$ cat src/rtl/pwd_pkg.sv
package pwd_pkg;

  typedef enum logic [2:0] {
    TGT_NONE  = 3'd0,
    TGT_REG   = 3'd1,
    TGT_RAM   = 3'd2,
    TGT_FLASH = 3'd3,
    TGT_EXT   = 3'd4,
    TGT_ERR   = 3'd5
  } target_e;

endpackage

$ cat src/rtl/pwd_page_reg.sv
module pwd_page_reg #(
  parameter int PAGE_W = 8,
  parameter logic [PAGE_W-1:0] RESET_PAGE = 8'h30
) (
  input  logic              clk,
  input  logic              rst,
  input  logic              paged_en,
  input  logic              wr_en,
  input  logic [PAGE_W-1:0] wr_data,
  output logic [PAGE_W-1:0] page_q,
  output logic [PAGE_W-1:0] page_eff
);

  always_ff @(posedge clk) begin
    if (rst) begin
      page_q <= RESET_PAGE;
    end else if (!paged_en) begin
      page_q <= RESET_PAGE;
    end else if (wr_en) begin
      page_q <= wr_data;
    end
  end

  // Non-paged mode pins the visible page even before the register settles.
  assign page_eff = paged_en ? page_q : RESET_PAGE;

endmodule

$ cat src/rtl/pwd_region_decode.sv
module pwd_region_decode
  import pwd_pkg::*;
#(
  parameter int ADDR_W = 16,
  parameter int PAGE_W = 8,
  parameter int OFF_W  = 14,
  parameter logic [ADDR_W-1:0] REG_END   = 16'h1000,
  parameter logic [ADDR_W-1:0] RAM_END   = 16'h4000,
  parameter logic [ADDR_W-1:0] WIN_BASE  = 16'h8000,
  parameter logic [PAGE_W-1:0] FLASH_BASE = 8'h30,
  parameter logic [PAGE_W-1:0] FLASH_END  = 8'h40,
  parameter logic [PAGE_W-1:0] LOW_ALIAS  = 8'h3E,
  parameter logic [PAGE_W-1:0] HIGH_ALIAS = 8'h3F
) (
  input  logic              valid,
  input  logic [ADDR_W-1:0] addr,
  input  logic [PAGE_W-1:0] page_eff,
  output target_e           tgt,
  output logic [PAGE_W-1:0] bank_page
);

  localparam int WIN_SIZE = 1 << OFF_W;
  localparam logic [ADDR_W:0] WIN_END = {1'b0, WIN_BASE} + (ADDR_W+1)'(WIN_SIZE);

  logic in_win;
  assign in_win = (addr >= WIN_BASE) && ({1'b0, addr} < WIN_END);

  always_comb begin
    tgt       = TGT_NONE;
    bank_page = '0;
    if (valid) begin
      if (addr < REG_END) begin
        tgt = TGT_REG;
      end else if (addr < RAM_END) begin
        tgt = TGT_RAM;
      end else if (in_win) begin
        bank_page = page_eff;
        if (page_eff < FLASH_BASE)      tgt = TGT_EXT;
        else if (page_eff < FLASH_END)  tgt = TGT_FLASH;
        else                            tgt = TGT_ERR;
      end else if (addr < WIN_BASE) begin
        tgt       = TGT_FLASH;
        bank_page = LOW_ALIAS;
      end else begin
        tgt       = TGT_FLASH;
        bank_page = HIGH_ALIAS;
      end
    end
  end

endmodule

$ cat src/rtl/pwd_addr_gen.sv
module pwd_addr_gen
  import pwd_pkg::*;
#(
  parameter int ADDR_W = 16,
  parameter int PAGE_W = 8,
  parameter int OFF_W  = 14,
  parameter int PHYS_W = 20,
  parameter int NUM_FLASH_PAGES = 16,
  parameter logic [PAGE_W-1:0] FLASH_BASE = 8'h30
) (
  input  target_e           tgt,
  input  logic [PAGE_W-1:0] bank_page,
  input  logic [ADDR_W-1:0] addr,
  output logic [PHYS_W-1:0] phys,
  output logic [PHYS_W-1:0] lin
);

  localparam int PG_IDX_W = PHYS_W - OFF_W;
  localparam int FL_IDX_W = $clog2(NUM_FLASH_PAGES);

  logic [OFF_W-1:0]    offset;
  logic [PG_IDX_W-1:0] page_idx;
  logic [FL_IDX_W-1:0] flash_idx;
  logic [PHYS_W-1:0]   paged_lin;

  assign offset    = addr[OFF_W-1:0];
  assign page_idx  = PG_IDX_W'(bank_page);
  assign flash_idx = FL_IDX_W'(bank_page - FLASH_BASE);
  assign paged_lin = {page_idx, offset};

  always_comb begin
    phys = '0;
    lin  = '0;
    unique case (tgt)
      TGT_REG, TGT_RAM: begin
        phys = PHYS_W'(addr);
        lin  = PHYS_W'(addr);
      end
      TGT_EXT: begin
        phys = paged_lin;
        lin  = paged_lin;
      end
      TGT_FLASH: begin
        phys = PHYS_W'({flash_idx, offset});
        lin  = paged_lin;
      end
      default: begin
        phys = '0;
        lin  = '0;
      end
    endcase
  end

endmodule

$ cat src/rtl/page_window_decoder.sv
module page_window_decoder
  import pwd_pkg::*;
#(
  parameter int ADDR_W = 16,
  parameter int PAGE_W = 8,
  parameter int OFF_W  = 14,
  parameter int PHYS_W = 20,
  parameter int NUM_FLASH_PAGES = 16,
  parameter logic [PAGE_W-1:0] FLASH_BASE = 8'h30,
  parameter logic [PAGE_W-1:0] RESET_PAGE = 8'h30
) (
  input  logic              clk,
  input  logic              rst,
  input  logic              paged_en,
  input  logic              pg_wr_en,
  input  logic [PAGE_W-1:0] pg_wr_data,
  input  logic              acc_valid,
  input  logic [ADDR_W-1:0] acc_addr,
  output logic              sel_reg,
  output logic              sel_ram,
  output logic              sel_flash,
  output logic              sel_ext,
  output logic              acc_err,
  output logic [PHYS_W-1:0] phys_addr,
  output logic [PHYS_W-1:0] lin_addr,
  output logic [PAGE_W-1:0] page_q
);

  localparam logic [PAGE_W-1:0] FLASH_END  = FLASH_BASE + PAGE_W'(NUM_FLASH_PAGES);
  localparam logic [PAGE_W-1:0] HIGH_ALIAS = FLASH_END - PAGE_W'(1);
  localparam logic [PAGE_W-1:0] LOW_ALIAS  = FLASH_END - PAGE_W'(2);

  logic [PAGE_W-1:0] page_eff;
  logic [PAGE_W-1:0] bank_page;
  target_e           tgt;
  logic [PHYS_W-1:0] phys_c;
  logic [PHYS_W-1:0] lin_c;

  pwd_page_reg #(
    .PAGE_W     (PAGE_W),
    .RESET_PAGE (RESET_PAGE)
  ) u_page (
    .clk      (clk),
    .rst      (rst),
    .paged_en (paged_en),
    .wr_en    (pg_wr_en),
    .wr_data  (pg_wr_data),
    .page_q   (page_q),
    .page_eff (page_eff)
  );

  pwd_region_decode #(
    .ADDR_W     (ADDR_W),
    .PAGE_W     (PAGE_W),
    .OFF_W      (OFF_W),
    .FLASH_BASE (FLASH_BASE),
    .FLASH_END  (FLASH_END),
    .LOW_ALIAS  (LOW_ALIAS),
    .HIGH_ALIAS (HIGH_ALIAS)
  ) u_decode (
    .valid     (acc_valid),
    .addr      (acc_addr),
    .page_eff  (page_eff),
    .tgt       (tgt),
    .bank_page (bank_page)
  );

  pwd_addr_gen #(
    .ADDR_W          (ADDR_W),
    .PAGE_W          (PAGE_W),
    .OFF_W           (OFF_W),
    .PHYS_W          (PHYS_W),
    .NUM_FLASH_PAGES (NUM_FLASH_PAGES),
    .FLASH_BASE      (FLASH_BASE)
  ) u_addr (
    .tgt       (tgt),
    .bank_page (bank_page),
    .addr      (acc_addr),
    .phys      (phys_c),
    .lin       (lin_c)
  );

  always_ff @(posedge clk) begin
    if (rst) begin
      sel_reg   <= 1'b0;
      sel_ram   <= 1'b0;
      sel_flash <= 1'b0;
      sel_ext   <= 1'b0;
      acc_err   <= 1'b0;
      phys_addr <= '0;
      lin_addr  <= '0;
    end else begin
      sel_reg   <= (tgt == TGT_REG);
      sel_ram   <= (tgt == TGT_RAM);
      sel_flash <= (tgt == TGT_FLASH);
      sel_ext   <= (tgt == TGT_EXT);
      acc_err   <= (tgt == TGT_ERR);
      phys_addr <= phys_c;
      lin_addr  <= lin_c;
    end
  end

endmodule

$ cat config.mk
export PLATFORM = sky130hd
export DESIGN_NAME = page_window_decoder
export DESIGN_NICKNAME = d
export VERILOG_FILES = /design/src/rtl/pwd_pkg.sv /design/src/rtl/pwd_page_reg.sv /design/src/rtl/pwd_region_decode.sv /design/src/rtl/pwd_addr_gen.sv /design/src/rtl/page_window_decoder.sv
export SDC_FILE = /design/constraint.sdc
export NUM_CORES = 1
export LEC_CHECK = 0
export ABC_AREA = 1
export BUFFER_PORTS_ARGS = -buffer_cell sky130_fd_sc_hd__buf_2
export CAP_MARGIN = 20
export CORE_MARGIN = 4
export CORE_UTILIZATION = 51
export CTS_BUF_LIST = sky130_fd_sc_hd__clkbuf_2
export CTS_CLUSTER_SIZE = 25
export DETAILED_ROUTE_END_ITERATION = 6
export PLACE_DENSITY = 0.85
export RECOVER_POWER = 100
export SETUP_SLACK_MARGIN = 0.15
export SLEW_MARGIN = 40
export SYNTH_ARGS = -nofsm -noshare
export SYNTH_HDL_FRONTEND = slang
export SYNTH_HIERARCHICAL = 1
export SYNTH_SLANG_ARGS = --single-unit
export TNS_END_PERCENT = 20
$ cat constraint.sdc
create_clock -name clk -period 2.04 [get_ports clk]
set_input_delay 0.408 -clock clk [delete_from_list [all_inputs] [get_ports clk]]
set_output_delay 0.408 -clock clk [all_outputs]
set_load 0.02 [all_outputs]
==> results by group <==
Timing
  • Max-slew headroom: 0.3228
  • Final hold viol count: 0
  • Setup violations, final: 0
  • Hold Slack: 0.1851 ns
  • Period utilization: 0.8836
  • Least-Margin Pin Slew: 1.016 ns
  • Max Slew Vio Count: 0
  • Minimum clock period: 1.803 ns
  • Unrepaired setup endpoints after global routing: no
  • Setup Skew: 0.02070 ns
  • FMAX: 554.8 MHz

Yosys
  • Post-Syn Area: 2303 sq um
  • Mean post-synth cell area: 7.088 sq um
  • Syn Inst Count: 325
  • Synthesis Warnings: 6
  • Net count after synthesis: 354

Pwr
  • Final Power: 0.001925 W
  • Peak supply drop: 0.3617 mV
  • Power density over cell area: 714.4 nW/um^2
  • Leak: 1.413 nW

Min path
  • Worst hold path depth: 3
  • HP Start: pg_wr_data[4]
  • Hold crit path type: primary input to register
  • Hold EP: u_page/page_q[4]$_SDFFE_PP1P_

Place
  • Post-DP HPWL: 3.787 mm
  • Routability Congestion: 0.7819
  • Port bufs: 81

Drt
  • Via Count: 2,123
  • Antenna Nets Post-Route: 0
  • DR WL/cell: 10.41 um
  • Number of DRC markers in iteration 0: 118
  • DRT Pass-1 Iters: 4
  • Final wirelength: 4.822 mm
  • Residual DRC: 0
  • Routed vias/inst: 4.585

Floorplan
  • I/O pin count: 82
  • Placeable Area: 4354 sq um
  • Initial core utilization: 0.5290
  • Placement Rows: 24
  • Full die area: 5656 sq um
  • Die Width: 75.21 um
  • Die Y: 75.21 um

CTS
  • Reg clk slew, reported paths: 0.21 ns
  • Root Driver: clkbuf_2
  • CTS buffer count: 5
  • Worst-Skew Late Latency: 0.43 ns
  • CTS tree: built
  • CTS max path bufs: 2
  • CTS H-tree lvls: 2
  • Clk sinks: 53
  • Post-CTS Setup Bufs: 0

Finish
  • Layout cell share with drive strength beyond 1: 0.1460
  • Synth-to-layout area growth: 16.95%
  • Util after Layout: 0.6187
  • Biggest registers after layout: lin_addr: 20 flops, phys_addr: 20 flops, u_page/page_q: 8 flops
  • Nets: 440
  • N_diodes: 0

Global route
  • Largest net degree at the start of global routing: 23
  • Remaining global-route overflow: 0
  • Vias in the first global route: 1,953
  • First-pass GRT wire length: 7.790 mm
  • Tot GR Track Use: 0.1764
  • Initial antenna violation count: 0

Worst setup path
  • R2R Path Start: u_page/page_q[4]$_SDFFE_PP1P_
  • Critical Path AT: 2.08 ns
  • Reg2reg path depth: 12
  • Startpoint Class: register
  • Worst-path maximum fanout: 16
  • Worst R2R Setup Slack: 0.24 ns
  • CP endpoint kind: register
  • Worst reg2reg path endpoint: lin_addr[14]$_SDFF_PP0_
  • Crit path required time: 2.32 ns
  • CP Class: register to register

Run
  • Max cap viols: 0

Run status
  • Status: finished, final reports clean
-- per-layer routing --
metal  global-route usage  wire length [um]
met1               0.1997              2002
met2               0.3201              2351
met3              0.04406               386
met4              0.06214                80
met5                    0                 0
-- through the flow --
step                      area [sq um]  setup TNS, ns  setup WS (ns)  cells
after detailed placement          2724        -0.2430       -0.06283    456
after global routing              2694              0        0.08141    463
final                             2694              0         0.2374    463
after global placement            2724              0        0.02723    456
after floorplan                   2306              0         0.1730    325
after CTS                         2760              0         0.1798    463
-- worst max-delay path, stage by stage, from the launching register on --
cell and delay (ns):
dfxtp_1 0.37, or2_0 0.24, nand2_1 0.08, inv_1 0.04, nand2_1 0.05, nand2_1 0.06, nor2_1 0.23, inv_2 0.12
buf_4 0.21, nand4_1 0.13, nand2_1 0.06, inv_1 0.05, nor2_1 0.04
-- worst max path at each step --
stage | startpoint | endpoint | slack, ns | cells after the start
after floorplan | paged_en | lin_addr[14]$_SDFF_PP0_ | 0.17 | 15
after global placement | paged_en | lin_addr[19]$_SDFF_PP0_ | 0.03 | 15
after detailed placement | paged_en | lin_addr[19]$_SDFF_PP0_ | -0.06 | 15
after CTS | u_page/page_q[4]$_SDFFE_PP1P_ | lin_addr[19]$_SDFF_PP0_ | 0.18 | 13
after global routing | u_page/page_q[4]$_SDFFE_PP1P_ | lin_addr[19]$_SDFF_PP0_ | 0.08 | 12
final | u_page/page_q[4]$_SDFFE_PP1P_ | lin_addr[14]$_SDFF_PP0_ | 0.24 | 12
-- final cells by class --
class                   count  area (sq um)
fillers                   456          1660
flip-flops and latches     53          1061
multi-input cells         191         855.8
repair buffers             92         415.4
inverters                  68         260.3
well taps                  52         65.06
clock buffers               5         25.02
clock inverters             2         11.26
-- timing repair --
action / CTS / global route
resized for setup: 0 / 5
hold buffers: 0 / 0
setup endpoints to repair: 0 / 38
-- placed cells by master, fill, tap and decap left out, types with 2 or more instances in the layout --
| cell type | count |
|---|---|
| nor2_1 | 63 |
| nand4_1 | 16 |
| clkbuf_2 | 6 |
| buf_4 | 9 |
| clkbuf_1 | 54 |
| nand2_2 | 2 |
| nand2_1 | 72 |
| inv_1 | 64 |
| a21oi_1 | 6 |
| inv_2 | 3 |
| dfxtp_1 | 53 |
| nand3_1 | 19 |
| nor2_2 | 6 |
| buf_2 | 28 |
-- where the power goes --
group,switching (W),internal (W)
combinational,0.000291,0.000138
sequential,0.0000180,0.00110
clock,0.000302,0.0000736
total,0.000611,0.00131
(Power assumes the default switching activity.)
